<file path="src/rtl/pwm_dac_pkg.sv">
package pwm_dac_pkg;
  localparam int DATA_W      = 14;
  localparam int REG_W       = DATA_W + 2;
  localparam int FINE_W_FAST = 8;   // 64-clock base cycle
  localparam int FINE_W_SLOW = 6;   // 256-clock base cycle
  localparam int CTRL_EN_BIT = 1;
  localparam int N_CARRIER   = 2;
endpackage

</file>
<file path="src/rtl/pwm_dac_regs.sv">
module pwm_dac_regs
  import pwm_dac_pkg::*;
(
  input  logic              clk_i,
  input  logic              rst_ni,
  input  logic              wr_i,
  input  logic              addr_i,
  input  logic [REG_W-1:0]  wdata_i,
  input  logic [DATA_W-1:0] cnt_i,
  output logic [REG_W-1:0]  rdata_o,
  output logic [DATA_W-1:0] data_o,
  output logic              cfs_o,
  output logic              en_o,
  output logic              cnt_ld_o
);
  logic [DATA_W-1:0] data_q;
  logic [REG_W-1:0]  aux_q;
  logic cfs_q, regs_q, en_q;
  logic wr0, wr1;

  assign wr0 = wr_i && !addr_i;
  assign wr1 = wr_i &&  addr_i;

  always_ff @(posedge clk_i or negedge rst_ni) begin
    if (!rst_ni) begin
      data_q <= '1;
      cfs_q  <= 1'b1;
      regs_q <= 1'b1;
      en_q   <= 1'b0;
      aux_q  <= '1;
    end else begin
      if (wr0) begin
        if (!regs_q) begin
          data_q <= wdata_i[REG_W-1:2];
          cfs_q  <= wdata_i[1];
          regs_q <= wdata_i[0];
        end else begin
          en_q   <= wdata_i[CTRL_EN_BIT];
          regs_q <= wdata_i[0];
        end
      end
      if (wr1 && !regs_q) aux_q <= wdata_i;
    end
  end

  always_comb begin
    case ({addr_i, regs_q})
      2'b00:   rdata_o = {data_q, cfs_q, regs_q};
      2'b01:   rdata_o = {{(REG_W-2){1'b0}}, en_q, regs_q};
      2'b10:   rdata_o = aux_q;
      default: rdata_o = REG_W'(cnt_i);
    endcase
  end

  assign data_o   = data_q;
  assign cfs_o    = cfs_q;
  assign en_o     = en_q;
  assign cnt_ld_o = wr1 && regs_q;


  data_field_chk: assert property (@(posedge clk_i) disable iff (!rst_ni)
    wr0 && !regs_q |=> data_o == $past(wdata_i[REG_W-1:2]) && cfs_o == $past(wdata_i[1]));
endmodule

</file>
<file path="src/rtl/pwm_dac_cnt.sv">
module pwm_dac_cnt
  import pwm_dac_pkg::*;
(
  input  logic              clk_i,
  input  logic              rst_ni,
  input  logic              en_i,
  input  logic              ld_i,
  input  logic [DATA_W-1:0] ld_val_i,
  output logic [DATA_W-1:0] cnt_o
);
  logic [DATA_W-1:0] cnt_q;

  always_ff @(posedge clk_i or negedge rst_ni) begin
    if (!rst_ni)     cnt_q <= '0;
    else if (!en_i)  cnt_q <= '0;
    else if (ld_i)   cnt_q <= ld_val_i;
    else             cnt_q <= cnt_q + 1'b1;
  end

  assign cnt_o = cnt_q;


  cnt_idle_chk: assert property (@(posedge clk_i) disable iff (!rst_ni)
    !en_i |=> cnt_o == '0);

  cnt_step_chk: assert property (@(posedge clk_i) disable iff (!rst_ni)
    en_i && !ld_i |=> cnt_o == DATA_W'($past(cnt_o) + 1'b1));
endmodule

</file>
<file path="src/rtl/pwm_dac_wave.sv">
module pwm_dac_wave
  import pwm_dac_pkg::*;
(
  input  logic              clk_i,
  input  logic              rst_ni,
  input  logic              en_i,
  input  logic [DATA_W-1:0] data_i,
  input  logic              cfs_i,
  input  logic [DATA_W-1:0] cnt_i,
  output logic              pwm_o
);
  logic [DATA_W-1:0]    sh_d;
  logic                 sh_cfs;
  logic [N_CARRIER-1:0] hi_s, last_s, valid_s;
  logic                 out_q;

  for (genvar v = 0; v < N_CARRIER; v++) begin : g_car
    localparam int FW = (v == 0) ? FINE_W_FAST : FINE_W_SLOW;
    localparam int PW = DATA_W - FW;
    logic [PW-1:0] pos, coarse;
    logic [FW-1:0] idx, rev, fine;
    logic          extra;

    assign pos    = cnt_i[PW-1:0];
    assign idx    = cnt_i[DATA_W-1:PW];
    assign coarse = sh_d[DATA_W-1:FW];
    assign fine   = sh_d[FW-1:0];
    for (genvar b = 0; b < FW; b++) begin : g_rev
      assign rev[b] = idx[FW-1-b];
    end
    assign extra      = rev < fine;
    assign hi_s[v]    = (pos < coarse) || ((pos == coarse) && extra);
    assign last_s[v]  = &pos;
    assign valid_s[v] = |coarse;
  end

  always_ff @(posedge clk_i or negedge rst_ni) begin
    if (!rst_ni) begin
      sh_d   <= '1;
      sh_cfs <= 1'b1;
      out_q  <= 1'b0;
    end else begin
      if (!en_i || last_s[sh_cfs]) begin
        sh_d   <= data_i;
        sh_cfs <= cfs_i;
      end
      out_q <= en_i && valid_s[sh_cfs] && hi_s[sh_cfs];
    end
  end

  assign pwm_o = out_q;


  idle_low_chk: assert property (@(posedge clk_i) disable iff (!rst_ni)
    !en_i |=> !pwm_o);

  range_low_chk: assert property (@(posedge clk_i) disable iff (!rst_ni)
    !valid_s[sh_cfs] |=> !pwm_o);

  shadow_hold_chk: assert property (@(posedge clk_i) disable iff (!rst_ni)
    en_i && !last_s[sh_cfs] |=> $stable(sh_d) && $stable(sh_cfs));
endmodule

</file>
<file path="src/rtl/pwm_dac14.sv">
module pwm_dac14
  import pwm_dac_pkg::*;
(
  input  logic             clk_i,
  input  logic             rst_ni,
  input  logic             wr_i,
  input  logic             addr_i,
  input  logic [REG_W-1:0] wdata_i,
  output logic [REG_W-1:0] rdata_o,
  output logic             pwm_o
);
  logic [DATA_W-1:0] data, cnt;
  logic cfs, en, cnt_ld;

  pwm_dac_regs u_regs (
    .clk_i, .rst_ni, .wr_i, .addr_i, .wdata_i,
    .cnt_i(cnt), .rdata_o, .data_o(data), .cfs_o(cfs),
    .en_o(en), .cnt_ld_o(cnt_ld)
  );

  pwm_dac_cnt u_cnt (
    .clk_i, .rst_ni, .en_i(en), .ld_i(cnt_ld),
    .ld_val_i(wdata_i[DATA_W-1:0]), .cnt_o(cnt)
  );

  pwm_dac_wave u_wave (
    .clk_i, .rst_ni, .en_i(en), .data_i(data), .cfs_i(cfs),
    .cnt_i(cnt), .pwm_o
  );
endmodule

</file>
<file path="config.mk">
export PLATFORM = sky130hd
export DESIGN_NAME = pwm_dac14
export DESIGN_NICKNAME = d
export VERILOG_FILES = /design/src/rtl/pwm_dac_pkg.sv /design/src/rtl/pwm_dac_regs.sv /design/src/rtl/pwm_dac_cnt.sv /design/src/rtl/pwm_dac_wave.sv /design/src/rtl/pwm_dac14.sv
export SDC_FILE = /design/constraint.sdc
export NUM_CORES = 1
export LEC_CHECK = 0
export BUFFER_PORTS_ARGS = -buffer_cell sky130_fd_sc_hd__buf_2
export CAP_MARGIN = 10
export CORE_MARGIN = 4
export CORE_UTILIZATION = 38
export DETAILED_ROUTE_END_ITERATION = 10
export GPL_TIMING_DRIVEN = 0
export PLACE_DENSITY = 0.59
export SLEW_MARGIN = 40
export SYNTH_ARGS = -nofsm -noshare
export SYNTH_HDL_FRONTEND = slang
export SYNTH_SLANG_ARGS = --single-unit
</file>
<file path="constraint.sdc">
create_clock -name clk_i -period 2.1 [get_ports clk_i]
set_input_delay 0.315 -clock clk_i [delete_from_list [all_inputs] [get_ports clk_i]]
set_output_delay 0.315 -clock clk_i [all_outputs]
set_load 0.03 [all_outputs]
</file>
# --- After elaboration in Yosys (flattened, before gate mapping) ---
# Cells that the tools add are included.
totals:
  output_inout_bits: 17
  elab_cells: 50
  inputBits: 20
  register_bits: 63
op_classes:
  reduce_logical: 21
  eq_ne: 4
  bitwise: 1
  n_mux: 9
  magnitude_cmp: 5
  add_sub_neg: 1
op_table:
  columns: ["cell", "count"]
  rows:
  - ["case mux 16 bit (3 select lines)", 1]
  - ["two-way mux 14 bit", 2]
  - ["less-than comparator 8 bit", 2]
  - ["adder 14 x 1 -> 14 bit (second input constant)", 1]
  - ["less-than comparator 6 bit", 2]
  - ["equality test 8 bit", 1]
  - ["logical AND 1 bit", 8]
  - ["AND reduction 8 bit", 1]
  - ["OR reduction 8 bit", 1]
  - ["equality test 6 bit", 1]
  - ["two-way mux 1 bit", 6]
  - ["AND reduction 6 bit", 1]
  - ["OR reduction 6 bit", 1]
  - ["AND reduction 2 bit", 2]
  - ["logical NOT 1 bit", 3]
  - ["logical OR 1 bit", 3]
  - ["equality test 2 x 1 -> 1 bit (second input constant)", 1]
  - ["equality test 2 bit (second input constant)", 1]
  - ["logical NOT 2 bit", 1]
  - ["less-than comparator 1 x 2 -> 1 bit (second input constant)", 1]
  - ["NOT 1 bit", 1]

# --- Logic depth before layout (Yosys ltp) ---
depth:
  ltp_word: 6
  depth_mapped: 7
  ltp_nobuf: 7

# --- Cells and area by module ---
# Synthesis repeated with hierarchy kept, for this count alone.
hier_totals:
  cells_unflattened: 318
  area_unflattened_um2: 3617.2
by_module_without_submodules:
  columns: ["mod", "cells_each", "n_inst", "area_each_um2", "seq_area_each_um2"]
  rows:
  - ["pwm_dac_regs", 111, 1, 1651.6, 865.8]
  - ["pwm_dac_wave", 125, 1, 1166.1, 419.2]
  - ["pwm_dac_cnt", 82, 1, 799.5, 350.3]

# --- Worst setup path before layout ---
# Ideal clock, no wire load.
synth_timing:
  path_kind: "register to output"
  from: "register u_regs.regs_q"
  to: "output port rdata_o[12]"
  path_buffers: 1
  slack_ns: 0.332
  arrival_ns: 1.453
  t_required_ns: 1.785
  stages_incl_launch_ff: 4
  cell_sequence: "dfstp_2 clkbuf_1 mux2_2 a22o_1"
synth_via:
  elab_chain_cells: 2
  word_cells_on_any_way: 4
  cone_classes: "2 x eq/ne; 1 x mux; 1 x reduce/logical"
synth_lines:
  columns: ["item", "line_no", "text"]
  rows:
  - ["start: declaration", "pwm_dac_regs.sv:18", "logic cfs_q, regs_q, en_q;"]
  - ["start signal: assignment", "pwm_dac_regs.sv:36", "regs_q <= wdata_i[0];"]
  - ["start signal: assignment", "pwm_dac_regs.sv:39", "regs_q <= wdata_i[0];"]
  - ["equality test 2 bit (tied with other cells)", "pwm_dac_regs.sv:47", "case ({addr_i, regs_q})"]
  - ["case mux 16 bit (3 select lines) *", "pwm_dac_regs.sv:47", null]
  - ["end: declaration", "pwm_dac14.sv:9", "output logic [REG_W-1:0] rdata_o,"]
# Mark *: on every way between the ends. The rest lies on a longest branch, timed or not.

# --- Final worst setup path ---
layout_timing:
  from: "register u_regs.regs_q"
  to: "output port rdata_o[1]"
# The elaborated chain is that of the path after synthesis.

==> metrics.txt <==
global routing's busiest layer=met2; gr ovfl total=0; crit-path max FO=5; core footprint=~8900 um^2; asr flop ratio synth=between 90% and 100%; skew final=0.007737 ns; Post-DRT Antenna Nets=0; final core occ=48.41%; max_slew headroom=between 60% and 70%; pre-CTS setup slack=0.005748 ns; worst slew pin tran=0.5740 ns; Critical Path Start Type=register; Post-Syn Area=3545 um^2; gr usage total=16.42%; mean area per synthesized cell=11.66 um^2; number of synthesized flops with an enable pin=0; CTS Buffer Depth=2; leakage dissipation=a little under 0.002 uW; Critical Path Source=u_regs.regs_q; num rows=34; first-pass GRT wire length=14.12 mm; routed vias=roughly 2.5k; gpl congestion=0.7974; sequential area share after synthesis=a little under half; Initial DRT Pass Iterations=4; Buffers on Ports=36; Die Y=104.6 um; global routing usage on met2=a little over a quarter; CTS H-tree depth=3; outcome=finished, violations left; Residual DRC=0; Critical Path AT=1.82 ns; Critical Path End Type=output port; PnR Total Power=5195 uW; area grow syn2layout=21.43%; CTS tree=done; post-synthesis register bit count=between 60 and 70; post-route setup TNS=-0.1501 ns; clk slew on worst S/H paths=0.07 ns; Mapped Cells=approximately 300; Initial DRC Count=131; Peak Freq=468.3 MHz; largest net degree at the start of global routing=35; root buffer cell=clkbuf_8; Hold Fails Final Rpt=0; pwr/cell area=1207 nW/um^2; Post-synth top flop=dfstp_2; placed cells=449; Setup CP Type=reg2out; vias in the first global route=2,647; Setup violations, final=7; commonest cells in the netlist=47 x dfstp_2, 45 x mux2_2, 22 x ha_1; die area=~11,000 um^2; hold_sp=wdata_i[14]; synth warn=0; WL/cell=19.03 um; Hold WC Path Type=in2reg; Yosys cell types=47; Synth Net Count=346; post-route setup slack=-0.03537 ns; met3 global-route usage=between 2 and 2.5%; most common cell in the netlist=dfstp_2; CTS Buf Count=9; IO Count=37; max cap viols=0; Initial Util=39.87%; Die W=~100 um; dpl hpwl=6.556 mm; clk sinks=63; Routed Wire Length=8.944 mm; initial antenna violation count=0; CP required=between 1.5 and 2 ns; post-layout min period=2.135 ns; antenna diode count=0; violated checks=negative setup slack; Max IR drop VDD=a little under 0.8 mV; Final nets=roughly 400; grt met1 use=about 22%; Synth area leader=dfstp_2; RR Startpoint=u_cnt.cnt_o[1]; Area contributors post-synth=dfstp_2 35%, mux2_2 14%, dfrtp_1 11%, ha_1 7.8%, a22o_1 3.0%; Final Max Slew Viols=0; clk_lat worst skew=0.34 ns; RSZ-0062 raised after global routing=yes; share of the synthesized area in the top cell type=approximately a third; layout cells sized above 1=49.45%; Vias/cell=5.387; Post-Layout Cell Count=470; Tcrit/Tclk final=101.7%
[state kept, by name, summed over array words and instances (netlist names)]
register       flops
u_regs.aux_q      16
u_regs.cfs_o       1
u_cnt.cnt_o       14
u_wave.sh_d       14
u_regs.regs_q      1
u_regs.data_o     14
u_wave.pwm_o       1
u_wave.sh_cfs      1
u_regs.en_o        1
[layout by cell type (no fill, tap or decap), types with 4 or more instances in the layout]
cell and n:
dfstp_2 47, mux2_2 33, buf_2 27, ha_1 22
nand2_1 21, dfrtp_1 16, inv_1 15, buf_6 15
mux2_4 14, nor2_1 14, a22o_1 12, o21ai_2 10
a21oi_1 9, xor2_1 9, o21ai_0 9, a211oi_1 9
clkbuf_8 9, nand3_1 8, clkbuf_1 5, a21o_1 4
[layout make-up]
cell class                 instances  area, um^2
multi-input combinational        213        1828
tap                              108       135.1
buffer                            13       97.59
sequential                        63        1635
fill                             802        4587
inverter                          15       56.30
timing repair buffer              42       339.1
clock inverter                     6       85.08
clock buffer                      10       127.6
[timing repair]
action | 4_1_cts | 5_1_grt
endpoints found under the setup margin | 14 | 13
hold buffers | 1 | 0
hold endpoints to repair | 6 | 0
gates cloned | 0 | 1
gates resized for setup | 18 | 36
pin swaps | 0 | 2
buffers inserted | 0 | 3
[power by group]
part | switching (uW) | total [uW] | internal, uW
registers | 347 | 2130 | 1780
logic | 1010 | 1930 | 914
clock network | 471 | 1130 | 664
total | 1830 | 5190 | 3360
[critical path, stage by stage, from the launching register on]
cell,delay [ns]
dfstp_2,0.64
clkbuf_16,0.19
mux4_2,0.50
buf_6,0.15
[worst paths after layout]
kind / endpoint / slack (ns) / cells past startpoint
min in group asynchronous: u_regs.en_o / 0.47 / 2
min reg2reg: u_wave.sh_d[4] / 0.49 / 2
max in group asynchronous: u_wave.sh_d[3] / 1.05 / 3
max reg2reg: u_wave.sh_d[0] / 0.07 / 5
min: u_regs.aux_q[14] / 0.22 / 2
max: rdata_o[1] / -0.04 / 3
[per-layer routing]
layer | up-vias | part of all wire [%] | wire length [um]
li1 | 1210 | - | -
met5 | - | 0 | 0
met1 | 1258 | 46 | 4139
met2 | 57 | 49 | 4349
met4 | 0 | 0.81 | 72
met3 | 7 | 4.3 | 382
[logic make-up (layout without fill, tap and decap cells)]
family | after synthesis | count (layout) | synth area share (%)
AOI/OAI and AO/OA | 65 | 65 | 13.80
xor gates and xnor gates | 12 | 12 | 2.965
adders and majority gates | 22 | 22 | 7.766
buffers and inverters | 28 | 86 | 3.565
DFF | 63 | 63 | 46.13
muxes | 51 | 51 | 16.63
and+or+nand+nor | 63 | 63 | 9.143
[per-stage QoR]
stage               cell area, um^2  hold WS [ns]
finish                         4304        0.2218
floorplan                      3545       0.01941
detailed placement             3882        0.2852
CTS                            4159        0.2069
global route                   4304        0.2067
global placement               3860        0.4803
Note: power is estimated with default switching activity, not from simulation.
